### src/rtl/lfr_pkg.sv
package lfr_pkg;

  // Half-period length of the serial clock, in master cycles, for a select value.
  function automatic int unsigned lfr_half_cycles(int unsigned base, logic sel);
    return base + (sel ? 1 : 0);
  endfunction

  // True when slot lies in the window [start, start+len) taken modulo n.
  function automatic bit lfr_in_window(int unsigned slot, int unsigned start,
                                       int unsigned len, int unsigned n);
    return ((slot + n - start) % n) < len;
  endfunction

endpackage

### src/rtl/lfr_bit_clock.sv
module lfr_bit_clock
  import lfr_pkg::*;
#(
  parameter int unsigned BASE_HALF = 11
) (
  input  logic clk,
  input  logic rst_n,
  input  logic sel_i,
  input  logic boundary_i,
  output logic sclk_o,
  output logic fall_o
);

  localparam int unsigned CNT_W = $clog2(BASE_HALF + 2);
  localparam logic [CNT_W-1:0] HALF_RST = CNT_W'(lfr_half_cycles(BASE_HALF, 1'b1));

  logic [CNT_W-1:0] cnt_q, cnt_d;
  logic [CNT_W-1:0] half_q, half_d;
  logic             sclk_q, sclk_d;
  logic             tick;

  assign tick = (cnt_q == (half_q - CNT_W'(1)));

  always_comb begin
    cnt_d  = cnt_q + CNT_W'(1);
    sclk_d = sclk_q;
    if (tick) begin
      cnt_d  = '0;
      sclk_d = ~sclk_q;
    end
  end

  always_comb begin
    half_d = half_q;
    if (boundary_i) begin
      half_d = CNT_W'(lfr_half_cycles(BASE_HALF, sel_i));
    end
  end

  always_ff @(posedge clk or negedge rst_n) begin
    if (!rst_n) begin
      cnt_q  <= '0;
      sclk_q <= 1'b0;
      half_q <= HALF_RST;
    end else begin
      cnt_q  <= cnt_d;
      sclk_q <= sclk_d;
      half_q <= half_d;
    end
  end

  assign sclk_o = sclk_q;
  assign fall_o = tick & sclk_q;


  half_hold_chk: assert property (@(posedge clk) disable iff (!rst_n)
    !boundary_i |=> $stable(half_q));


  toggle_gap_chk: assert property (@(posedge clk) disable iff (!rst_n)
    !$stable(sclk_q) |=> $stable(sclk_q));

endmodule

### src/rtl/lfr_phase.sv
module lfr_phase
  import lfr_pkg::*;
#(
  parameter int unsigned SLOTS       = 8,
  parameter int unsigned SAMPLE_RISE = 2
) (
  input  logic clk,
  input  logic rst_n,
  input  logic fall_i,
  output logic boundary_o,
  output logic carrier_o,
  output logic sample_clk_o
);

  localparam int unsigned SLOT_W  = $clog2(SLOTS);
  localparam int unsigned HALF_SL = SLOTS / 2;
  localparam logic [SLOT_W-1:0] LAST = SLOT_W'(SLOTS - 1);
  localparam bit CAR_RST = lfr_in_window(SLOTS - 1, 0, HALF_SL, SLOTS);
  localparam bit SMP_RST = lfr_in_window(SLOTS - 1, SAMPLE_RISE, HALF_SL, SLOTS);

  logic [SLOT_W-1:0] slot_q, slot_d;
  logic              car_q, car_d;
  logic              smp_q, smp_d;

  assign boundary_o = fall_i & (slot_q == LAST);

  always_comb begin
    slot_d = slot_q;
    if (boundary_o) begin
      slot_d = '0;
    end else if (fall_i) begin
      slot_d = slot_q + SLOT_W'(1);
    end
    car_d = lfr_in_window(int'(slot_d), 0, HALF_SL, SLOTS);
    smp_d = lfr_in_window(int'(slot_d), SAMPLE_RISE, HALF_SL, SLOTS);
  end

  always_ff @(posedge clk or negedge rst_n) begin
    if (!rst_n) begin
      slot_q <= LAST;
      car_q  <= CAR_RST;
      smp_q  <= SMP_RST;
    end else begin
      slot_q <= slot_d;
      car_q  <= car_d;
      smp_q  <= smp_d;
    end
  end

  assign carrier_o    = car_q;
  assign sample_clk_o = smp_q;


  slot_wrap_chk: assert property (@(posedge clk) disable iff (!rst_n)
    boundary_o |=> (slot_q == '0) && car_q);

endmodule

### src/rtl/lfr_shifter.sv
module lfr_shifter #(
  parameter int unsigned WIDTH = 8
) (
  input  logic             clk,
  input  logic             rst_n,
  input  logic             load_i,
  input  logic             shift_i,
  input  logic [WIDTH-1:0] din_i,
  output logic             dout_o,
  output logic             frame_o
);

  logic [WIDTH-1:0] sh_q, sh_d;
  logic             frame_q, frame_d;

  always_comb begin
    sh_d    = sh_q;
    frame_d = frame_q | load_i;
    if (load_i) begin
      sh_d = din_i;
    end else if (shift_i) begin
      sh_d = {sh_q[WIDTH-2:0], 1'b0};
    end
  end

  always_ff @(posedge clk or negedge rst_n) begin
    if (!rst_n) begin
      sh_q    <= '0;
      frame_q <= 1'b0;
    end else begin
      sh_q    <= sh_d;
      frame_q <= frame_d;
    end
  end

  assign dout_o  = sh_q[WIDTH-1];
  assign frame_o = frame_q;


  load_msb_chk: assert property (@(posedge clk) disable iff (!rst_n)
    load_i |=> (dout_o == $past(din_i[WIDTH-1])));

endmodule

### src/rtl/lfr_carrier_serializer.sv
module lfr_carrier_serializer #(
  parameter int unsigned BASE_HALF        = 11,
  parameter int unsigned SAMPLE_W         = 8,
  parameter int unsigned SAMPLE_RISE_SLOT = 2
) (
  input  logic                clk,
  input  logic                rst_n,
  input  logic                sel_slow,
  input  logic [SAMPLE_W-1:0] sample_in,
  output logic                carrier_o,
  output logic                sample_clk_o,
  output logic                ser_clk_o,
  output logic                ser_frame_o,
  output logic                ser_data_o,
  output logic                dbg_o,
  output logic                hf_drive_o
);

  localparam int unsigned SLOTS = SAMPLE_W;

  logic rst_meta_q, rst_sync_q;
  logic sclk, fall, boundary, carrier, sample_clk;

  always_ff @(posedge clk or negedge rst_n) begin
    if (!rst_n) begin
      rst_meta_q <= 1'b0;
      rst_sync_q <= 1'b0;
    end else begin
      rst_meta_q <= 1'b1;
      rst_sync_q <= rst_meta_q;
    end
  end

  lfr_bit_clock #(.BASE_HALF(BASE_HALF)) u_bit_clock (
    .clk       (clk),
    .rst_n     (rst_sync_q),
    .sel_i     (sel_slow),
    .boundary_i(boundary),
    .sclk_o    (sclk),
    .fall_o    (fall)
  );

  lfr_phase #(.SLOTS(SLOTS), .SAMPLE_RISE(SAMPLE_RISE_SLOT)) u_phase (
    .clk         (clk),
    .rst_n       (rst_sync_q),
    .fall_i      (fall),
    .boundary_o  (boundary),
    .carrier_o   (carrier),
    .sample_clk_o(sample_clk)
  );

  lfr_shifter #(.WIDTH(SAMPLE_W)) u_shifter (
    .clk    (clk),
    .rst_n  (rst_sync_q),
    .load_i (boundary),
    .shift_i(fall & ~boundary),
    .din_i  (sample_in),
    .dout_o (ser_data_o),
    .frame_o(ser_frame_o)
  );

  assign carrier_o    = carrier;
  assign sample_clk_o = sample_clk;
  assign ser_clk_o    = sclk;
  assign dbg_o        = sample_clk;
  assign hf_drive_o   = 1'b0;


  carrier_on_fall_chk: assert property (@(posedge clk) disable iff (!rst_sync_q)
    !$stable(carrier_o) |-> $fell(ser_clk_o));


  sample_on_fall_chk: assert property (@(posedge clk) disable iff (!rst_sync_q)
    !$stable(sample_clk_o) |-> $fell(ser_clk_o));


  sample_phase_chk: assert property (@(posedge clk) disable iff (!rst_sync_q)
    $rose(carrier_o) |-> !sample_clk_o);


  data_on_fall_chk: assert property (@(posedge clk) disable iff (!rst_sync_q)
    !$stable(ser_data_o) |-> $fell(ser_clk_o));


  frame_start_chk: assert property (@(posedge clk) disable iff (!rst_sync_q)
    $rose(ser_frame_o) |-> $rose(carrier_o));

endmodule

### config.mk
export PLATFORM = sky130hd
export DESIGN_NAME = lfr_carrier_serializer
export DESIGN_NICKNAME = d
export VERILOG_FILES = /design/src/rtl/lfr_pkg.sv /design/src/rtl/lfr_bit_clock.sv /design/src/rtl/lfr_phase.sv /design/src/rtl/lfr_shifter.sv /design/src/rtl/lfr_carrier_serializer.sv
export SDC_FILE = /design/constraint.sdc
export NUM_CORES = 1
export LEC_CHECK = 0
export ABC_CLOCK_PERIOD_IN_PS = 1000
export BUFFER_PORTS_ARGS = -buffer_cell sky130_fd_sc_hd__buf_2
export CAP_MARGIN = 25
export CELL_PAD_IN_SITES_DETAIL_PLACEMENT = 0
export CELL_PAD_IN_SITES_GLOBAL_PLACEMENT = 1
export CORE_MARGIN = 2
export CORE_UTILIZATION = 44
export DETAILED_ROUTE_END_ITERATION = 7
export PLACE_DENSITY = 0.77
export REMOVE_ABC_BUFFERS = 1
export SLEW_MARGIN = 20
export SYNTH_ARGS = -nofsm -noshare
export SYNTH_HDL_FRONTEND = slang
export SYNTH_SLANG_ARGS = --single-unit
### constraint.sdc
create_clock -name clk -period 1 [get_ports clk]
set_input_delay 0.15 -clock clk [delete_from_list [all_inputs] [get_ports clk]]
set_output_delay 0.15 -clock clk [all_outputs]
set_load 0.05 [all_outputs]
==> impl_metrics.json, run 1 <==
{
  "vias_per_cell": 4.83,
  "clk_path_buf_depth": 2,
  "drc": 0,
  "dieArea_mm2": 0.00304,
  "path_cells": "inv_2 -> ha_4 -> xnor2_4 -> nor4_4 -> buf_4 -> clkbuf_16 -> mux2_4",
  "clkLatencyLatePin_ns": 0.30,
  "wl_um": 2160,
  "cap_violations": 0,
  "max_stage_delay_ns": 0.57,
  "numPortBuffers": 16,
  "r2r-start": "u_bit_clock.half_q[2]",
  "cp_max_fo": 6,
  "cp.arrival_ns": 2.08,
  "htree_levels": 1,
  "r2r_setup_slack_ns": -0.88,
  "holdPathEnd": "u_bit_clock.half_q[1]",
  "maxClockFrequency_mhz": 533,
  "start_kind": "register",
  "fin_ws_ns": -0.876,
  "rsz0062_at_grt": "yes",
  "grt_start_max_net_pins": 22,
  "ant_nets": 0,
  "synth_area_leaders": "dfrtp_1, mux2_4, mux2_2, dfstp_2, ha_1",
  "finalSetupViolCount": 26,
  "grt_first_pass_wirelength_um": 3880,
  "power_density_mw_per_mm2": 882,
  "total_leakage_power_nw": 0.729,
  "synth_seq_area_share": 0.504,
  "synth_top_area_share": 0.413,
  "grt_usage": 0.189,
  "ys_warn_count": 0,
  "clock_sinks": 23,
  "drt_iter0_markers": 0,
  "placed_area_mm2": 0.00139,
  "synthesis.area_mm2": 0.00115,
  "end_kind": "register",
  "status": "complete, but fails checks",
  "hold_depth": 2,
  "hold_viol_final": 0,
  "firstDrtPassIters": 1,
  "clkTransAtPathRegs_ns": 0.12,
  "hold_path_startpoint": "sel_slow",
  "syn_to_final_growth_pct": 38.2,
  "vias": 749,
  "vdd_drop_max_mv": 0.676,
  "min_period_ns": 1.88,
  "layout.nets": 141,
  "cp.required_ns": 1.20,
  "die_y_um": 55.2,
  "routedWlPerCell_um": 13.9,
  "cts_buffers": 3,
  "tritoncts": "built",
  "fin_area_mm2": 0.00159,
  "coreArea_mm2": 0.00248,
  "fin_util": 0.642,
  "synth_top_area_cell": "dfrtp_1",
  "fin_skew_ns": 0.00669,
  "layout-drive-gt1-share": 0.592,
  "grt_overflow_total": 0,
  "rows": 18,
  "hp-class": "input port to register",
  "slew_viol_final": 0,
  "diodes": 0,
  "timing.rr.end": "u_shifter.sh_q[4]",
  "reg2reg_depth": 7,
  "path_class": "register to register",
  "cts_root_buf": "clkbuf_4",
  "routabilityCongestion": 0.696,
  "avgSynthCellArea_um2": 13.9,
  "io_pins": 18,
  "synth.distinct_cells": 23,
  "antenna_found_initial": 0,
  "crit_path_start": "u_bit_clock.half_q[2]",
  "initial_core_util": 0.465,
  "grt_pass1_vias": 836,
  "violations": "negative setup slack",
  "cp_slowest_cell": "dfstp_2",
  "synth-seq-cells": 23,
  "fin_crit_sh": 1.88,
  "place_ws_ns": -1.03,
  "dpl.hpwl_um": 1470,
  "die_w_um": 55.2,
  "syn-instance-count": 83
}
==> cell usage after synthesis <==
cell type   n
xor2_1      3
nor2b_1     3
ha_1        4
nor4b_4     1
conb_1      2
mux2_4      8
nor4_4      1
dfrtp_1    19
nand3_1     2
clkbuf_1    1
buf_8       1
or2_2       1
nand2_1     3
nor4_2      1
mux2_2     10
buf_4       2
xnor2_2     1
o21ai_0     1
inv_1       3
dfstp_2     4
mux2i_1     3
xnor2_1     4
nor2_1      5
==> critical path, delay by kind of cell (launching register included) <==
family	cells	cell delay (ns)
fa+ha+maj	1	0.17
flops	1	0.57
xor+xnor	1	0.13
buf+inv	3	0.35
simple gates	1	0.27
mux	1	0.29
==> metal layers <==
layer  part of all wire  wire, um  track usage  vias to the layer above
met1               0.44       941        0.228                      373
li1                   -         -            -                      358
met4             0.0046        10       0.0691                        0
met2               0.53      1140        0.341                       16
met5                  0         0            0                        -
met3              0.031        67       0.0242                        2
==> worst max-delay path by stage <==
stage / endpoint / slack, ns / cells after the start
finish: u_shifter.sh_q[4] / -0.88 / 7
global route: u_shifter.sh_q[4] / -0.94 / 7
global placement: u_shifter.sh_q[6] / -0.98 / 6
floorplan: u_shifter.sh_q[5] / -1.36 / 5
CTS: u_shifter.sh_q[4] / -0.88 / 6
detailed placement: u_shifter.sh_q[6] / -1.03 / 6
==> per-stage QoR <==
stage                     TNS, ns  hold slack (ns)  std cells  power (mW)
after floorplan            -22.09           -0.146         79       0.973
after global placement     -18.51          -0.0655        144        1.00
after detailed placement   -19.41          -0.0623        144        1.00
after CTS                  -16.84           0.0403        154        1.43
after global routing       -18.69           0.0568        155        1.47
final                      -16.71           0.0669        155        1.40
==> flip-flops by register name, summed over array words and instances (netlist names), 2 cells and up <==
register,cells
u_bit_clock.half_q,2
u_bit_clock.cnt_q,4
u_shifter.sh_q,8
u_phase.slot_q,3
==> cells by family (layout without fill, tap and decap cells) <==
family / after synthesis / in the layout / synth area share
multiplexers: 21 / 21 / 0.228
flip-flops: 23 / 23 / 0.504
XOR/XNOR: 8 / 8 / 0.0674
AO/OA/AOI/OAI: 1 / 1 / 0.00434
other: 2 / 2 / 0.00652
AND/OR/NAND/NOR: 17 / 17 / 0.107
adder cells (fa/ha/maj): 4 / 4 / 0.0435
buffers and inverters: 7 / 49 / 0.0391
==> where the power goes <==
group          switching (mW)  total (mW)  internal [mW]
clock network           0.260       0.415          0.155
logic                  0.0327      0.0518         0.0191
registers             0.00105       0.936          0.935
==> area by class of cell <==
class | instances | area (um2)
multi-input cells | 53 | 591
repair buffers | 42 | 344
inverters | 3 | 11.3
well taps | 30 | 37.5
fillers | 199 | 887
flip-flops and latches | 23 | 581
clock buffers | 4 | 26.3
==> layout by cell type (no fill, tap or decap), drive strengths merged, types with 3 or more instances in the layout <==
cell     n
dfstp    4
mux2i    3
inv      3
nand2    3
xor2     3
clkbuf   5
buf     40
nor2     5
xnor2    5
dfrtp   19
ha       4
nor2b    3
mux2    18
==> timing repair <==
action | 4_1_cts | 5_1_grt
pin swaps | 7 | 1
gates resized for setup | 25 | 2
setup endpoints to repair | 27 | 27
hold buffers | 1 | 0
endpoints found under the hold margin | 2 | 0
setup buffers | 6 | 2
gates cloned | 1 | 0
No activity file was read; power rests on OpenSTA's default activity.
==> run 2, diff against run 1 <==
ABC_CLOCK_PERIOD_IN_PS = 2300   (was 1000)
CORE_UTILIZATION = 48   (was 44)
PLACE_DENSITY = 0.83   (was 0.77)
clock period = 2.3 ns   (was 1 ns; I/O delays follow)
==> run 2 against run 1 <==
The flow now finishes without violations. Fmax down 11%. Sequential share of layout area up 8.7 points. Final area down 19%. Worst hold slack better by 0.16 ns. Non-clock buffer count down 23. Clock-buffer cell count unchanged. Highest routed layer is now met3. Via count down 14%. Clock power down 57%. Sequential cell count unchanged. Worst setup slack better by 1.1 ns.
==> impl_metrics.json, run 2 (synthesized netlist as in run 1, its figures left out) <==
{
  "layout.nets": 118,
  "fin_ws_ns": 0.194,
  "min_period_ns": 2.11,
  "rsz0062_at_grt": "no",
  "clk_path_buf_depth": 2,
  "grt_usage": 0.142,
  "cp_max_fo": 13,
  "layout-drive-gt1-share": 0.471,
  "clockPowerShare": 0.296,
  "start_kind": "register",
  "layout_commonest_cell": "dfrtp_1",
  "numPortBuffers": 16,
  "clkTransAtPathRegs_ns": 0.12,
  "drc": 0,
  "ant_nets": 0,
  "relSlewSlack": 0.450,
  "r2r-start": "u_bit_clock.half_q[2]",
  "htree_levels": 1,
  "vias_per_cell": 4.95,
  "final_cell_mix": "dfrtp_1, buf_2, mux2_2",
  "hold_depth": 2,
  "grt_start_max_net_pins": 22,
  "timing.rr.end": "u_shifter.sh_q[5]",
  "diodes": 0,
  "power_density_mw_per_mm2": 472,
  "syn_to_final_growth_pct": 11.5,
  "rows": 17,
  "grt_overflow_total": 0,
  "sw_frac_of_total": 0.207,
  "finalSetupViolCount": 0,
  "r2r_setup_slack_ns": 0.19,
  "end_kind": "register",
  "cts_resized": 0,
  "grt_pass1_vias": 637,
  "antenna_found_initial": 0,
  "power_switching_mw": 0.125,
  "worst_slew_pin_slew_ns": 0.825,
  "total_leakage_power_nw": 0.587,
  "routedWlPerCell_um": 12.6,
  "vias": 643,
  "status": "completed",
  "drt_iter0_markers": 5,
  "cp.required_ns": 2.50,
  "cap_violations": 0,
  "clkLatencyLatePin_ns": 0.30,
  "die_w_um": 53.0,
  "internal_power_mw": 0.481,
  "die_y_um": 53.0,
  "cp.arrival_ns": 2.30,
  "regMostFlops": "u_shifter.sh_q",
  "firstDrtPassIters": 4,
  "hold_viol_final": 0,
  "tritoncts": "built",
  "holdPathEnd": "u_bit_clock.half_q[1]",
  "fin_skew_ns": 0.00264,
  "coreArea_mm2": 0.00223,
  "reg2reg_depth": 6,
  "io_pins": 18,
  "placed_area_mm2": 0.00125,
  "cts_setup_buffers": 0,
  "reg_top3": "u_shifter.sh_q: 8 flops, u_bit_clock.cnt_q: 4 flops, u_phase.slot_q: 3 flops",
  "initial_core_util": 0.515,
  "hold_path_startpoint": "sel_slow",
  "maxClockFrequency_mhz": 475,
  "p_total_mw": 0.606,
  "power_frac_seq": 0.682,
  "dieArea_mm2": 0.00281,
  "hp-class": "input port to register",
  "dpl.hpwl_um": 1210,
  "clock_sinks": 23,
  "vdd_drop_max_mv": 0.329,
  "slew_viol_final": 0,
  "combPwrFrac": 0.023,
  "fin_crit_sh": 0.916,
  "wl_um": 1640,
  "cts_buffers": 3,
  "largest_reg_flops": 8,
  "routabilityCongestion": 0.741,
  "crit_path_start": "u_bit_clock.half_q[2]",
  "grt_first_pass_wirelength_um": 2790,
  "place_ws_ns": 0.191,
  "path_class": "register to register",
  "fin_area_mm2": 0.00128,
  "cts_root_buf": "clkbuf_4"
}
[run 2: worst max path at each step]
stage,slack [ns],to,cells after the start
2_1_floorplan,-0.06,u_shifter.sh_q[5],5
3_3_place_gp,0.24,u_shifter.sh_q[6],6
3_5_place_dp,0.19,u_shifter.sh_q[5],6
4_1_cts,0.18,u_shifter.sh_q[5],6
5_1_grt,0.13,u_shifter.sh_q[5],6
6_report,0.19,u_shifter.sh_q[5],6
[run 2: metal layers]
layer	GRT usage	wire, um	vias up
met1	0.162	714	319
met3	0.0593	74	0
li1	-	-	313
met5	0	0	-
met2	0.250	851	11
met4	0.0256	0	0
[run 2: power by group through the flow]
stage / registers (mW) / logic (mW) / clock network, mW
finish: 0.413 / 0.0137 / 0.179
global route: 0.415 / 0.0151 / 0.210
CTS: 0.414 / 0.0138 / 0.192
detailed placement: 0.422 / 0.0124 / 0
global placement: 0.421 / 0.0121 / 0
floorplan: 0.419 / 0.00380 / 0
[run 2: metrics by stage]
| step | hold slack [ns] | cells | TNS [ns] | util |
|---|---|---|---|---|
| 4_1_cts | 0.215 | 130 | 0 | 0.575 |
| 3_5_place_dp | 0.133 | 125 | 0 | 0.559 |
| 6_report | 0.224 | 130 | 0 | 0.575 |
| 3_3_place_gp | 0.131 | 125 | 0 | 0.559 |
| 2_1_floorplan | 0.0494 | 79 | -0.141 | - |
| 5_1_grt | 0.227 | 130 | 0 | 0.575 |
[run 2: cell type report]
cell class	instances	area (um2)
fill	205	950
sequential	23	581
multi-input combinational	53	526
timing repair buffer	19	105
tap	28	35.0
clock buffer	4	26.3
inverter	3	11.3
[run 2: worst max-delay path, stage by stage, from the launching register on]
cell and delay, ns:
dfstp_2 0.54, inv_1 0.04, ha_1 0.30, xnor2_2 0.20
nor4_4 0.28, buf_4 0.28, mux2_2 0.36
[run 2: timing repair]
item,CTS,global route
hold endpoints to repair,2,0
endpoints found under the setup margin,0,0
hold buffers,1,0
